**src/rtl/pwm_mon_pkg.sv**
```systemverilog
`timescale 1ns/1ps
// Package: shared constants and types for the window monitor.
// Assumes the capture mode field is three bits wide.
package pwm_mon_pkg;
    localparam logic [2:0] CAP_MEASURE = 3'b100;

    typedef enum logic [1:0] {
        ARM_NONE  = 2'd0,
        ARM_ONE   = 2'd1,
        ARM_READY = 2'd2
    } arm_state_t;
endpackage

```
**src/rtl/pwm_mon_arm.sv**
```systemverilog
`timescale 1ns/1ps
// Blanking tracker: counts rising edges after a reload or deactivation and
// allows checks once two have been seen. The second edge's own cycle is allowed.
// Assumes reload and rise are single-cycle strobes in the clk domain.
module pwm_mon_arm
    import pwm_mon_pkg::*;
(
    input  logic clk,
    input  logic rst_n,
    input  logic active,
    input  logic reload,
    input  logic rise,
    output logic ok_now
);
    arm_state_t st;
    logic       armed;

    // Edge-count state machine; reload and inactivity restart it.
    always_ff @(posedge clk) begin
        if (!rst_n) begin
            st <= ARM_NONE;
        end else if (!active || reload) begin
            st <= ARM_NONE;
        end else if (rise) begin
            unique case (st)
                ARM_NONE:  st <= ARM_ONE;
                ARM_ONE:   st <= ARM_READY;
                default:   st <= ARM_READY;
            endcase
        end
    end

    // Check permission for the current cycle.
    always_comb begin
        armed  = (st == ARM_READY);
        ok_now = active && !reload && (armed || (st == ARM_ONE && rise));
    end

    AST_ARM_ON_RISE: assert property (@(posedge clk) disable iff (!rst_n)
        $rose(armed) |-> $past(rise));
    AST_RELOAD_BLANKS: assert property (@(posedge clk) disable iff (!rst_n)
        reload |=> !armed);
endmodule

```
**src/rtl/pwm_mon_timeout.sv**
```systemverilog
`timescale 1ns/1ps
// Timeout watchdog: starts at a reload and stops at the next rising edge.
// Fires once when the elapsed count exceeds the upper bound.
// Assumes hi_bound is held stable while a timeout is pending.
module pwm_mon_timeout #(
    parameter int W = 32
) (
    input  logic         clk,
    input  logic         rst_n,
    input  logic         active,
    input  logic         reload,
    input  logic         rise,
    input  logic [W-1:0] hi_bound,
    output logic         to_fire
);
    logic         waiting;
    logic [W-1:0] tcnt;

    // Expiry: still waiting, no edge this cycle, count past the bound.
    always_comb to_fire = waiting && !rise && (tcnt > hi_bound);

    // Wait flag and saturating cycle counter.
    always_ff @(posedge clk) begin
        if (!rst_n) begin
            waiting <= 1'b0;
            tcnt    <= '0;
        end else if (!active) begin
            waiting <= 1'b0;
        end else if (reload) begin
            waiting <= 1'b1;
            tcnt    <= '0;
        end else if (waiting) begin
            if (rise || to_fire)
                waiting <= 1'b0;
            else if (tcnt != '1)
                tcnt <= tcnt + 1'b1;
        end
    end

    AST_ONE_TIMEOUT: assert property (@(posedge clk) disable iff (!rst_n)
        to_fire |=> !to_fire);
    AST_WAIT_FROM_RELOAD: assert property (@(posedge clk) disable iff (!rst_n)
        $rose(waiting) |-> $past(reload));
endmodule

```
**src/rtl/pwm_mon_window.sv**
```systemverilog
`timescale 1ns/1ps
// Window comparator: selects period or high time and flags an unsigned
// value outside [lo, hi]. Purely combinational.
module pwm_mon_window #(
    parameter int W = 32
) (
    input  logic         sel_high,
    input  logic [W-1:0] prd_val,
    input  logic         prd_vld,
    input  logic [W-1:0] high_val,
    input  logic         high_vld,
    input  logic [W-1:0] lo_bound,
    input  logic [W-1:0] hi_bound,
    output logic         chk_vld,
    output logic         out_of_range
);
    logic [W-1:0] val;

    // Pick the measurement and compare it with both bounds.
    always_comb begin
        val          = sel_high ? high_val : prd_val;
        chk_vld      = sel_high ? high_vld : prd_vld;
        out_of_range = (val < lo_bound) || (val > hi_bound);
    end
endmodule

```
**src/rtl/pulse_window_monitor.sv**
```systemverilog
`timescale 1ns/1ps
// Top: period / high-time window monitor with post-reload blanking and a
// missing-edge timeout. Output is a registered one-cycle violation pulse.
// Assumes all strobes are synchronous single-cycle pulses.
module pulse_window_monitor
    import pwm_mon_pkg::*;
#(
    parameter int W = 32
) (
    input  logic         clk,
    input  logic         rst_n,
    input  logic         mon_en,
    input  logic         sel_high,
    input  logic [2:0]   cap_mode,
    input  logic [W-1:0] prd_val,
    input  logic         prd_vld,
    input  logic [W-1:0] high_val,
    input  logic         high_vld,
    input  logic         reload,
    input  logic         rise,
    input  logic [W-1:0] lo_bound,
    input  logic [W-1:0] hi_bound,
    output logic         viol
);
    logic active, ok_now, chk_vld, out_of_range, to_fire;

    // Monitor runs only when enabled and in measure mode.
    always_comb active = mon_en && (cap_mode == CAP_MEASURE);

    pwm_mon_arm u_arm (
        .clk(clk), .rst_n(rst_n), .active(active),
        .reload(reload), .rise(rise), .ok_now(ok_now)
    );

    pwm_mon_timeout #(.W(W)) u_to (
        .clk(clk), .rst_n(rst_n), .active(active), .reload(reload),
        .rise(rise), .hi_bound(hi_bound), .to_fire(to_fire)
    );

    pwm_mon_window #(.W(W)) u_win (
        .sel_high(sel_high), .prd_val(prd_val), .prd_vld(prd_vld),
        .high_val(high_val), .high_vld(high_vld), .lo_bound(lo_bound),
        .hi_bound(hi_bound), .chk_vld(chk_vld), .out_of_range(out_of_range)
    );

    // Register the merged violation pulse.
    always_ff @(posedge clk) begin
        if (!rst_n)
            viol <= 1'b0;
        else
            viol <= active && ((chk_vld && out_of_range && ok_now) || to_fire);
    end

    AST_MODE_QUIET: assert property (@(posedge clk) disable iff (!rst_n)
        (cap_mode != CAP_MEASURE) |=> !viol);
    AST_EN_QUIET: assert property (@(posedge clk) disable iff (!rst_n)
        !mon_en |=> !viol);
endmodule

```
**config.mk**
```make
export PLATFORM = sky130hd
export DESIGN_NAME = pulse_window_monitor
export DESIGN_NICKNAME = d
export VERILOG_FILES = /design/src/rtl/pwm_mon_pkg.sv /design/src/rtl/pwm_mon_arm.sv /design/src/rtl/pwm_mon_timeout.sv /design/src/rtl/pwm_mon_window.sv /design/src/rtl/pulse_window_monitor.sv
export SDC_FILE = /design/constraint.sdc
export NUM_CORES = 1
export LEC_CHECK = 0
export ABC_CLOCK_PERIOD_IN_PS = 2400
export BUFFER_PORTS_ARGS = -buffer_cell sky130_fd_sc_hd__buf_2
export CORE_MARGIN = 4
export CORE_UTILIZATION = 42
export CTS_BUF_LIST = sky130_fd_sc_hd__clkbuf_2
export DETAILED_ROUTE_END_ITERATION = 10
export PLACE_DENSITY = 0.74
export RECOVER_POWER = 25
export SYNTH_ARGS = -nofsm -noshare
export SYNTH_HDL_FRONTEND = slang
export SYNTH_SLANG_ARGS = --single-unit
```
**constraint.sdc**
```tcl
create_clock -name clk -period 2.4 [get_ports clk]
set_input_delay 0 -clock clk [delete_from_list [all_inputs] [get_ports clk]]
set_output_delay 0 -clock clk [all_outputs]
set_load 0.02 [all_outputs]
```
Yosys cells after proc, flatten, opt, wreduce, memory -nomap -nowiden
Index checks and enable logic that the tools add are counted.
W data, S select, Z words.
{"block": "classes", "reduce_logical": 23, "order_cmp": 3, "bitwise_logic": 1, "n_mux": 10, "eq_ne": 5, "n_addsub": 1}
{"cell": "$mux W32", "n": 5}
{"cell": "$gt A32 B32 Y1", "n": 2}
{"cell": "$add A32 B1 Y32 const B", "n": 1}
{"cell": "$lt A32 B32 Y1", "n": 1}
{"cell": "$ne A32 B32 Y1 const B", "n": 1}
{"cell": "$logic_and A1 B1 Y1", "n": 9}
{"cell": "$logic_or A1 B1 Y1", "n": 5}
{"cell": "$mux W1", "n": 4}
{"cell": "$reduce_and A4 Y1", "n": 1}
{"cell": "$reduce_bool A2 Y1", "n": 2}
{"cell": "$eq A3 B3 Y1 const B", "n": 1}
{"cell": "$logic_not A1 Y1", "n": 3}
{"cell": "$eq A2 B1 Y1 const B", "n": 1}
{"cell": "$eq A2 B2 Y1 const B", "n": 1}
{"cell": "$logic_not A2 Y1", "n": 1}
{"cell": "$mux W2", "n": 1}
{"cell": "$ne A2 B2 Y1 const B", "n": 1}
{"cell": "$reduce_and A2 Y1", "n": 1}
{"cell": "$reduce_or A2 Y1", "n": 1}
{"cell": "$not A1 Y1", "n": 1}
{"block": "totals", "regBits": 36, "elab_cells": 47, "output_inout_bits": 1}

Logic depth before layout (Yosys ltp)
{"block": "depth", "ltp_word": 7, "mapped_depth": 12, "depth_no_buf": 10}

By module
From an unflattened synthesis, not the netlist that was laid out.
{"block": "hier_totals", "cells_unflattened": 609, "area_unflattened_um2": 4872.2}
{"module": "pwm_mon_timeout", "n_inst": 1, "seq_area_each_um2": 660.6, "area_per_inst_um2": 2730.1, "cells_per_inst": 329}
{"module": "pwm_mon_window", "n_inst": 1, "seq_area_each_um2": 0.0, "area_per_inst_um2": 1985.7, "cells_per_inst": 262}
{"module": "pwm_mon_arm", "n_inst": 1, "seq_area_each_um2": 40.0, "area_per_inst_um2": 105.1, "cells_per_inst": 12}
{"module": "pulse_window_monitor", "n_inst": 1, "seq_area_each_um2": 20.0, "area_per_inst_um2": 51.3, "cells_per_inst": 6}

Worst setup path after synthesis
No wires, ideal clock.
{"block": "synth_path", "kind": "input -> register", "startpoint": "input sel_high", "endpoint": "register viol", "arrival_time_ps": 2437, "required_time_ps": 2266, "setup_slack_ps": -171, "path_stages": 12, "cell_sequence": "clkbuf_1 > clkbuf_1 > mux2_2 > ha_1 > a21o_1 > a21oi_1 > nor2b_1 > o21ai_0 > nand2_1 > a2111oi_0 > o22a_1 > o221ai_1"}
{"block": "synth_between", "elab_chain_cells": 7, "word_cells_on_any_way": 9, "classes_between": "order compare: 2; mux: 2; reduce/logical: 5"}
{"element": "start, declared", "line_no": "pulse_window_monitor.sv:13", "source": "input logic sel_high,"}
{"element": "$mux W32", "line_no": "pwm_mon_window.sv:21", "source": "val = sel_high ? high_val : prd_val;"}
{"element": "$lt A32 B32 Y1 or $gt A32 B32 Y1 (tied branches)", "line_no": "pwm_mon_window.sv:23", "source": "out_of_range = (val < lo_bound) || (val > hi_bound);"}
{"element": "$logic_or A1 B1 Y1", "line_no": "pwm_mon_window.sv:23"}
{"element": "$logic_and A1 B1 Y1 * (2 in a row)", "line_no": "pulse_window_monitor.sv:51", "source": "viol <= active && ((chk_vld && out_of_range && ok_now) || to_fire);"}
{"element": "$logic_or A1 B1 Y1 *", "line_no": "pulse_window_monitor.sv:51"}
{"element": "$logic_and A1 B1 Y1 *", "line_no": "pulse_window_monitor.sv:51"}
{"element": "end signal, assigned", "line_no": "pulse_window_monitor.sv:51"}
{"element": "end, declared", "line_no": "pulse_window_monitor.sv:23", "source": "output logic viol"}
Mark *: on every way between the ends. The rest lies on a longest branch, timed or not.
A chain may end at the register's enable or synchronous reset.

Worst setup path in the final report
{"block": "layout_path", "startpoint": "register u_to.tcnt[30]", "endpoint": "register u_to.tcnt[18]"}
{"block": "layout_between", "elab_chain_cells": 5, "word_cells_on_any_way": 7, "classes_between": "order compare: 1; eq/ne: 2; reduce/logical: 4"}
{"element": "start, declared", "line_no": "pwm_mon_timeout.sv:17", "source": "logic [W-1:0] tcnt;"}
{"element": "start signal, assigned", "line_no": "pwm_mon_timeout.sv:36", "source": "tcnt <= tcnt + 1'b1;"}
{"element": "$gt A32 B32 Y1", "line_no": "pwm_mon_timeout.sv:20", "source": "always_comb to_fire = waiting && !rise && (tcnt > hi_bound);"}
{"element": "$logic_and A1 B1 Y1", "line_no": "pwm_mon_timeout.sv:20"}
{"element": "$logic_or A1 B1 Y1", "line_no": "pwm_mon_timeout.sv:33", "source": "if (rise || to_fire)"}
{"element": "$ne A2 B2 Y1 (no line)"}
{"element": "$reduce_and A4 Y1 (no line) *"}
Marks and branches as above.

==> impl_metrics.toml <==
[run_status]
status = "finished, violations left"
violations = "negative setup slack"

[sta]
setup_ws_ns = -0.106
fmax_mhz = 399
hold_viol = 0
relSlewSlack = 0.655
drv_slew = 0
rsz0062_at_grt = "yes"
min_period_over_period = 1.04
layout_min_cycle_time_ns = 2.51
setup_viol = 19
whs_ns = 0.183
tightest_slew_ns = 0.516
skew_ns = 0.0253

[logic_synthesis]
synth-simple-area-share = 0.228
yosysWarningCount = 0
synthFlopType = "dfxtp_1"
yosys_register_bits = 36
syn_area_um2 = 4590
synth-compound-area-share = 0.187
syn_nets = 812
synthMuxAreaShare = 0.0869
synth_top_family_by_area = "adder cells"
synth-edff-count = 0
ys_types = 54
syn_area_per_cell_um2 = 7.96
synthArstFlopShare = 0
yosysSeqAreaShare = 0.157
syn_inst = 577
synth_xor_xnor_area_share = 0.00763
yosys.area_share.adder = 0.262

[global_routing]
grt_pass1_wl_mm = 25.1
met3_usage = 0.0501
grt_overflow = 0
grt_max_degree = 18
first_global_vias = 5365
gr-usage-met1 = 0.286
met2_usage = 0.420
antenna_found_initial = 0
grt.total_usage = 0.237
grt.busiest_layer = "met2"

[critical_path]
reg2regPathDepth = 11
critPathMaxFanout = 5
crit_path_start = "u_to.tcnt[30]"
timing.rr.start = "u_to.tcnt[30]"
worstSetupStartpointType = "register"
end_kind = "register"
setup.worst_path.end = "u_to.tcnt[18]"
required_ns = 2.74
crit_type = "reg2reg"
r2r_setup_slack_ns = -0.11
reg2reg_to = "u_to.tcnt[18]"
cp.arrival_ns = 2.85

[detailed_routing]
drtAntennaViolNets = 0
wl_per_cell_um = 17.2
dr.pass1.iters = 7
vias = 5221
drc = 0
drt_iter0_drc = 439
wl_mm = 15.8
vias_per_cell = 5.66

[cells_and_area]
utilization = 0.624
nNetsFinal = 1020
drive_gt1_frac = 0.425
synthToLayoutAreaGrowth_pct = 42.7
most-common-layout-cells = "buf_2, ha_1, inv_1, buf_4, a21oi_1"
diodes = 0
layout_commonest_cell = "buf_2"

[power_and_ir_drop]
power_density_nw_per_um2 = 236
ir_drop_v = 0.000132
leakagePower_nw = 3.11

[floorplan]
chipWidth_um = 113
ios = 140
die_h_um = 113
dieArea_um2 = 12700
start_util = 0.437
core_area_um2 = 10500
num_rows = 37

[clock_tree]
cts_tree = "built"
numCtsBuffers = 5
cts_sinks = 36
htree_levels = 2
cts_root_buffer = "clkbuf_2"
clock_path_buffers = 2
cts.clk_slew.worst_paths_ns = 0.20
clkLatencyLatePin_ns = 0.40

[flow_run]
cap_violations = 0

[place]
hpwlAfterDp_mm = 12.3
dp_slack_ns = -0.161
gp_congestion = 0.961
port-buffer-count = 139

[min_path]
hold_path_class = "in2reg"
==> critical path: stages, from the launching register on <==
cell and delay [ns]:
dfxtp_4 0.41, ha_4 0.23, nand4_4 0.12, buf_6 0.12, nor3_2 0.05, a2bb2oi_2 0.19, nand4_1 0.23, o2111ai_4 0.16
buf_12 0.20, nand2_4 0.09, or4_1 0.49, a21oi_1 0.17
==> sequential cells by signal, indices dropped and copies added (netlist names) <==
register      count
viol              1
u_arm.st          2
u_to.tcnt        32
u_to.waiting      1
==> synthesized netlist by cell type (3+ instances only) <==
cell type   n  share of area
inv_1      68          0.056
or3_1      12          0.016
nand4_1    30          0.041
nor4_1      3         0.0041
o31ai_1     8          0.013
and2_1      4         0.0054
xor2_1      3         0.0057
nor2_1     30          0.025
nand2b_1    3         0.0041
dfxtp_1    36           0.16
ha_1       96           0.26
clkbuf_1   10         0.0082
nor2b_1     8          0.011
and4_1      7          0.013
o21ai_0    30          0.033
mux2i_1     5          0.011
a21oi_1    53          0.058
mux2_2     31          0.076
o211ai_1    6         0.0098
or4_1      12          0.020
and3_1      8          0.011
nand2_1    33          0.027
a21o_1     16          0.026
nand3_1    23          0.025
nor3_1      4         0.0044
==> cell type report <==
class                      instances  area (um2)
tap                              136         170
sequential                        36         761
fill                             867        3950
clock buffer                       7        35.0
timing repair buffer             212        1300
multi-input combinational        462        4030
clock inverter                     1        3.75
inverter                          68         255
==> power breakdown <==
group | leakage [nW] | switching (mW) | internal, mW
Combinational | 2.78 | 0.330 | 0.328
Sequential | 0.304 | 0.000144 | 0.595
Clock | 0.0306 | 0.213 | 0.0779
==> logic make-up after synthesis <==
group,Yosys count
AND/OR/NAND/NOR,187
AO/OA/AOI/OAI,135
adder cells (fa/ha/maj),96
buffers and inverters,83
multiplexers,36
flip-flops,36
XOR/XNOR,4
==> timing repair <==
| action | CTS | global route |
|---|---|---|
| gates resized for setup | 66 | 29 |
| gates cloned | 4 | 0 |
| setup endpoints to repair | 26 | 32 |
| hold endpoints to repair | 3 | 1 |
| setup buffers | 10 | 2 |
| hold buffers | 3 | 1 |
| pin swaps | 30 | 21 |
==> metal layers <==
metal | vias to the layer above | wire length (um) | share of wire
li1 | 2562 | - | -
met1 | 2390 | 6170 | 0.39
met2 | 231 | 7780 | 0.49
met3 | 38 | 1480 | 0.094
met4 | 0 | 410 | 0.026
met5 | - | 0 | 0
==> how the worst min path moves through the flow <==
stage                    to  slack (ns)  depth (start not counted)    start
6_report               viol        0.18                          5  prd_vld
5_1_grt                viol        0.20                          5  prd_vld
4_1_cts                viol       0.003                          3    rst_n
3_5_place_dp    u_arm.st[1]        0.29                          3     rise
3_3_place_gp    u_arm.st[1]        0.28                          3     rise
2_1_floorplan  u_to.waiting        0.12                          2    rst_n
==> through the flow <==
step,instances,power (mW),area (um2),setup TNS (ns)
2_1_floorplan,577,0.963,4610,0
3_3_place_gp,896,1.17,5840,-0.129
3_5_place_dp,896,1.20,5840,-2.27
4_1_cts,920,1.52,6420,-0.0729
5_1_grt,922,1.65,6560,-3.48
6_report,922,1.54,6560,-0.736
(Power assumes the default switching activity.)
